===== src/rtl/adc_host_pkg.sv =====
package adc_host_pkg;

    localparam int CMD_BITS = 8;
    localparam int RES_BITS = 12;
    localparam int CHAN_W   = 3;

    typedef enum logic [1:0] {
        ST_IDLE,
        ST_CMD,
        ST_WAIT,
        ST_READ
    } host_state_e;

    typedef struct packed {
        logic [CHAN_W-1:0] chan;
        logic              rng;
        logic              bip;
        logic [1:0]        pwr;
    } host_req_t;

    function automatic logic [CMD_BITS-1:0] build_cmd(host_req_t r);
        return {1'b1, r.chan, r.rng, r.bip, r.pwr};
    endfunction

    function automatic logic uses_int_clock(host_req_t r);
        return (r.pwr == 2'b00);
    endfunction

endpackage


===== src/rtl/adc_sclk_gen.sv =====
module adc_sclk_gen #(
    parameter int HALF_CYC = 4
) (
    input  logic clk,
    input  logic rst,
    input  logic en_i,
    output logic sclk_o,
    output logic rise_o,
    output logic fall_o
);
    localparam int CNT_W = (HALF_CYC > 1) ? $clog2(HALF_CYC) : 1;
    localparam logic [CNT_W-1:0] LAST = CNT_W'(HALF_CYC - 1);

    logic [CNT_W-1:0] cnt_q;
    logic             tick;

    assign tick   = en_i && (cnt_q == LAST);
    assign rise_o = tick && !sclk_o;
    assign fall_o = tick && sclk_o;

    always_ff @(posedge clk) begin
        if (rst || !en_i) begin
            cnt_q  <= '0;
            sclk_o <= 1'b0;
        end else if (tick) begin
            cnt_q  <= '0;
            sclk_o <= !sclk_o;
        end else begin
            cnt_q <= cnt_q + 1'b1;
        end
    end
endmodule


===== src/rtl/adc_strobe_wait.sv =====
module adc_strobe_wait #(
    parameter int TMO_CYC = 3000
) (
    input  logic clk,
    input  logic rst,
    input  logic arm_i,
    input  logic strobe_i,
    output logic done_o,
    output logic expire_o
);
    localparam int TW = $clog2(TMO_CYC + 1);
    localparam logic [TW-1:0] LAST = TW'(TMO_CYC - 1);

    logic [TW-1:0] cnt_q;
    logic          seen_low_q;

    assign done_o   = arm_i && seen_low_q && strobe_i;
    assign expire_o = arm_i && !done_o && (cnt_q == LAST);

    always_ff @(posedge clk) begin
        if (rst || !arm_i) begin
            cnt_q      <= '0;
            seen_low_q <= 1'b0;
        end else begin
            cnt_q <= cnt_q + 1'b1;
            if (!strobe_i)
                seen_low_q <= 1'b1;
        end
    end
endmodule


===== src/rtl/adc_rx_shift.sv =====
module adc_rx_shift #(
    parameter int WIDTH = 12
) (
    input  logic             clk,
    input  logic             rst,
    input  logic             clr_i,
    input  logic             shift_i,
    input  logic             bit_i,
    output logic [WIDTH-1:0] data_o
);
    always_ff @(posedge clk) begin
        if (rst || clr_i)
            data_o <= '0;
        else if (shift_i)
            data_o <= {data_o[WIDTH-2:0], bit_i};
    end
endmodule


===== src/rtl/adc_host_ctrl.sv =====
module adc_host_ctrl
    import adc_host_pkg::*;
#(
    parameter int HALF_CYC = 4,
    parameter int TMO_CYC  = 3000
) (
    input  logic                clk,
    input  logic                rst,
    input  logic                start_i,
    input  logic [CHAN_W-1:0]   chan_i,
    input  logic                range_i,
    input  logic                bipolar_i,
    input  logic [1:0]          pwr_i,
    output logic                cs_n_o,
    output logic                sclk_o,
    output logic                mosi_o,
    input  logic                miso_i,
    input  logic                sstrb_i,
    output logic                res_valid_o,
    output logic [RES_BITS-1:0] res_data_o,
    output logic [CHAN_W-1:0]   res_chan_o,
    output logic                timeout_o
);
    localparam int BC_W = $clog2(RES_BITS);
    localparam logic [BC_W-1:0] CMD_LAST = BC_W'(CMD_BITS - 1);
    localparam logic [BC_W-1:0] RES_LAST = BC_W'(RES_BITS - 1);

    host_state_e           state_q;
    host_req_t             req;
    logic [CHAN_W-1:0]     chan_q;
    logic                  int_q;
    logic [CMD_BITS-1:0]   cmd_sr_q;
    logic [BC_W-1:0]       bit_q;
    logic                  sclk_en, s_rise, s_fall;
    logic                  wait_arm, strb_done, strb_expire;
    logic [RES_BITS-1:0]   rx_data;

    assign req      = '{chan: chan_i, rng: range_i, bip: bipolar_i, pwr: pwr_i};
    assign sclk_en  = (state_q == ST_CMD) || (state_q == ST_READ);
    assign wait_arm = (state_q == ST_WAIT);
    assign cs_n_o   = (state_q == ST_IDLE);
    assign mosi_o   = cmd_sr_q[CMD_BITS-1];

    adc_sclk_gen #(.HALF_CYC(HALF_CYC)) u_sclk (
        .clk    (clk),
        .rst    (rst),
        .en_i   (sclk_en),
        .sclk_o (sclk_o),
        .rise_o (s_rise),
        .fall_o (s_fall)
    );

    adc_strobe_wait #(.TMO_CYC(TMO_CYC)) u_wait (
        .clk      (clk),
        .rst      (rst),
        .arm_i    (wait_arm),
        .strobe_i (sstrb_i),
        .done_o   (strb_done),
        .expire_o (strb_expire)
    );

    adc_rx_shift #(.WIDTH(RES_BITS)) u_rx (
        .clk     (clk),
        .rst     (rst),
        .clr_i   ((state_q == ST_IDLE) && start_i),
        .shift_i ((state_q == ST_READ) && s_rise),
        .bit_i   (miso_i),
        .data_o  (rx_data)
    );

    always_ff @(posedge clk) begin
        if (rst) begin
            state_q     <= ST_IDLE;
            chan_q      <= '0;
            int_q       <= 1'b0;
            cmd_sr_q    <= '0;
            bit_q       <= '0;
            res_valid_o <= 1'b0;
            res_data_o  <= '0;
            res_chan_o  <= '0;
            timeout_o   <= 1'b0;
        end else begin
            res_valid_o <= 1'b0;
            timeout_o   <= 1'b0;
            unique case (state_q)
                ST_IDLE: begin
                    if (start_i) begin
                        chan_q   <= req.chan;
                        int_q    <= uses_int_clock(req);
                        cmd_sr_q <= build_cmd(req);
                        bit_q    <= '0;
                        state_q  <= ST_CMD;
                    end
                end
                ST_CMD: begin
                    if (s_fall) begin
                        cmd_sr_q <= {cmd_sr_q[CMD_BITS-2:0], 1'b0};
                        if (bit_q == CMD_LAST) begin
                            bit_q   <= '0;
                            state_q <= int_q ? ST_WAIT : ST_READ;
                        end else begin
                            bit_q <= bit_q + 1'b1;
                        end
                    end
                end
                ST_WAIT: begin
                    if (strb_done) begin
                        state_q <= ST_READ;
                    end else if (strb_expire) begin
                        state_q   <= ST_IDLE;
                        timeout_o <= 1'b1;
                    end
                end
                ST_READ: begin
                    if (s_fall) begin
                        if (bit_q == RES_LAST) begin
                            state_q     <= ST_IDLE;
                            res_valid_o <= 1'b1;
                            res_data_o  <= rx_data;
                            res_chan_o  <= chan_q;
                        end else begin
                            bit_q <= bit_q + 1'b1;
                        end
                    end
                end
                default: state_q <= ST_IDLE;
            endcase
        end
    end
endmodule


===== config.mk =====
export PLATFORM = sky130hd
export DESIGN_NAME = adc_host_ctrl
export DESIGN_NICKNAME = d
export VERILOG_FILES = /design/src/rtl/adc_host_pkg.sv /design/src/rtl/adc_sclk_gen.sv /design/src/rtl/adc_strobe_wait.sv /design/src/rtl/adc_rx_shift.sv /design/src/rtl/adc_host_ctrl.sv
export SDC_FILE = /design/constraint.sdc
export NUM_CORES = 1
export LEC_CHECK = 0
export BUFFER_PORTS_ARGS = -buffer_cell sky130_fd_sc_hd__buf_2
export CORE_MARGIN = 8
export CORE_UTILIZATION = 45
export DETAILED_ROUTE_END_ITERATION = 8
export GPL_TIMING_DRIVEN = 0
export SETUP_SLACK_MARGIN = 0.05
export SLEW_MARGIN = 20
export SYNTH_ARGS = -nofsm -noshare
export SYNTH_HDL_FRONTEND = slang
export SYNTH_SLANG_ARGS = --single-unit

===== constraint.sdc =====
create_clock -name clk -period 2.3 [get_ports clk]
set_input_delay 0.23 -clock clk [delete_from_list [all_inputs] [get_ports clk]]
set_output_delay 0.23 -clock clk [all_outputs]
set_load 0.01 [all_outputs]

==> metrics.txt <==
Final Worst Setup Slack=0.341 ns; Post-Syn Nets=313; cells along the critical path=ha_1 > buf_2 > nand3_1 > nor2_1 > clkbuf_1 > nand2_1 > a21oi_1; hold violation total from the final report=0; number of synthesis warnings=0; number of gates given a new drive strength after cts=0; initial drt markers=85; antenna violation net count after detailed routing=0; final global-route overflow total=0; fraction of final layout cells sized beyond drive strength 1=roughly 15%; quantity of I/O buffers inserted on ports=30; Finish-stage setup viols=0; total via count in the routed design=2094; signal arrival time at the worst endpoint=2.22 ns; Mean Syn Cell Area=~8.5 um2; clock network latency to the later pin of the worst-skew pair=about 0.33 ns; clock root buffer master=sky130_fd_sc_hd__clkbuf_8; crit path time final=1.96 ns; pin count of the biggest net entering global routing=11; power after layout=2150 uW; # fillers=533; most used cells in the layout excluding fill and tap cells=70 x sky130_fd_sc_hd__nand2_1, 63 x sky130_fd_sc_hd__dfxtp_1, 39 x sky130_fd_sc_hd__a21oi_1; count of pins over their slew limit=0; sequential area share after synthesis=49.9%; Final Routed Wirelength=approximately 5400 um; area used by multi-input combinational logic=1160 um2; effective utilization at floorplan=46.2%; per-cell routed wire length=13.0 um; CTS H-tree lvls=3; Die ar.=8270 um2; kind of start point of the critical path=register; y dimension of the die=90.9 um; worst IR drop on VDD=0.000341 V; post-synthesis cell type count=36; most common library cell in the layout ignoring fill and taps=sky130_fd_sc_hd__nand2_1; Worst R2R Setup Slack=0.34 ns; number of buffers and inverters on the critical path=2; Setup Total Neg Slack=0 ns; number of global-route vias before repair=1984; async set-or-reset flop fraction in the synthesized netlist=0%; total number of nets in the final design=354; number of vias per cell after detailed routing=5.03; highest cell delay on the worst timing path=0.42 ns; transition time at the pin with the least slew margin=0.553 ns; post-synthesis cell area=2530 um2; total clock buffers created by CTS=9; num rows=27; Final Cycle Share=85.2%; combined flip-flop and latch cell area=1260 um2; global placement routability congestion=between 0.7 and 0.8; outcome=finished, final reports clean; die span in x=between 90 and 100 um; count of boundary I/O pins=32; Residual DRC=0; clock slew at the register clock pins of the worst setup and hold paths=0.07 ns; worst setup path class=reg2reg; number of antenna violations at the first check in global routing=0; RSZ-0062 raised after global routing=no; total half-perimeter wirelength after legalization and detailed placement=3890 um; Bufs on Longest Clock Path=2; pre-CTS setup slack=between 0.2 and 0.3 ns; class of the most critical hold timing path=in2reg; register bit total from synthesis=63; crit path capture type=register; family with the most delay on the worst path=simple AND/OR/NAND/NOR gates; first-pass GRT wire length=9260 um; slowest CP cell=sky130_fd_sc_hd__nor2_1; power density of the placed cells=727 nW/um2; number of synthesized flops with an enable pin=0; overall fraction of global-route tracks in use=13.6%; number of clock sinks=63; required time of the critical path=approximately 2.6 ns; core region area=5470 um2; # diodes=0; hold buffer count at cts=0; number of detailed-route iterations in the first pass=4; Rel. slew slack=63.2%; biggest fanout along the worst timing path=10; area growth from synthesis to final layout=17.2%; clock tree from TritonCTS=yes; number of instances in the synthesized netlist=298; Max Freq=approximately 510 MHz; number of buffers inserted to repair setup after CTS=0; worst clock skew=a little under 0.01 ns; prevailing post-synth register cell=sky130_fd_sc_hd__dfxtp_1; Max-cap violations=0; leakage=roughly 0.0011 uW
[per-layer routing]
metal	wire length, um	global-route usage (%)	vias to the layer above
met2	2370	19.8	32
met3	237	4.03	9
met4	98	7.37	0
met5	0	0	-
met1	2710	17.6	969
li1	-	-	1084
[final timing paths]
path                                           to  cells after the start       startpoint
worst max register to register     res_data_o[10]                      7  u_sclk.cnt_q[0]
worst min-delay path            u_wait.seen_low_q                      2          sstrb_i
worst min register to register      res_chan_o[0]                      2        chan_q[0]
worst max-delay path               res_data_o[10]                      7  u_sclk.cnt_q[0]
[through the flow]
stage	hold slack [ns]	utilization, %	area (um2)	std cells
2_1_floorplan	0.326	-	2530	298
3_3_place_gp	0.430	50.6	2770	400
3_5_place_dp	0.436	50.6	2770	400
4_1_cts	0.0770	54.1	2960	416
5_1_grt	0.0885	54.1	2960	416
6_report	0.0912	54.1	2960	416
[cells by family (layout without fill, tap and decap cells)]
group | count (synthesis) | count (layout) | synth area share [%]
AND/OR/NAND/NOR | 142 | 142 | 26.5
buffers and inverters | 21 | 67 | 4.11
XOR/XNOR | 11 | 11 | 3.81
adder cells (fa/ha/maj) | 3 | 3 | 1.49
multiplexers | 6 | 6 | 2.38
flip-flops | 63 | 63 | 49.9
AO/OA/AOI/OAI | 52 | 52 | 11.8
[cells in the mapped netlist, drive strengths merged (2+ instances only)]
| cell type | instances | area, um2 |
|---|---|---|
| o21ai | 4 | 23.8 |
| a21oi | 39 | 195 |
| and2 | 3 | 18.8 |
| clkbuf | 12 | 45.0 |
| mux2i | 6 | 60.1 |
| buf | 5 | 43.8 |
| xnor2 | 7 | 61.3 |
| xor2 | 4 | 35.0 |
| inv | 4 | 15.0 |
| dfxtp | 63 | 1260 |
| nand2b | 4 | 25.0 |
| nor4 | 2 | 12.5 |
| nand3 | 5 | 25.0 |
| nand3b | 2 | 15.0 |
| nor3b | 2 | 15.0 |
| nor4bb | 2 | 20.0 |
| nand2 | 70 | 263 |
| nor3 | 4 | 20.0 |
| nand4 | 5 | 31.3 |
| ha | 3 | 37.5 |
| or3b | 3 | 26.3 |
| nand4b | 2 | 17.5 |
| nor2 | 29 | 109 |
| a211oi | 6 | 45.0 |
| nor2b | 2 | 12.5 |
| and3 | 3 | 18.8 |
[sequential cells by signal (all words and copies together), names as in the netlist]
| name | count |
|---|---|
| u_rx.data_o | 12 |
| res_valid_o | 1 |
| timeout_o | 1 |
| res_chan_o | 3 |
| state_q | 2 |
| u_sclk.sclk_o | 1 |
| cmd_sr_q | 8 |
| u_wait.cnt_q | 12 |
| res_data_o | 12 |
| chan_q | 3 |
| u_sclk.cnt_q | 2 |
| u_wait.seen_low_q | 1 |
| int_q | 1 |
| bit_q | 4 |
[report_power, final]
group | total (uW) | switching [uW] | internal, uW
Combinational | 120 | 70.0 | 50.1
Sequential | 1120 | 13.2 | 1110
Clock | 908 | 400 | 508
Total | 2150 | 483 | 1670
[final cells by class]
type,instances,share of cell area [%]
well taps,72,3.04
repair buffers,30,5.07
plain buffers,17,3.00
flip-flops and latches,63,42.6
inverters,4,0.507
multi-input cells,214,39.2
clock buffers,14,6.17
clock inverters,2,0.422
No activity file was read; power rests on OpenSTA's default activity.
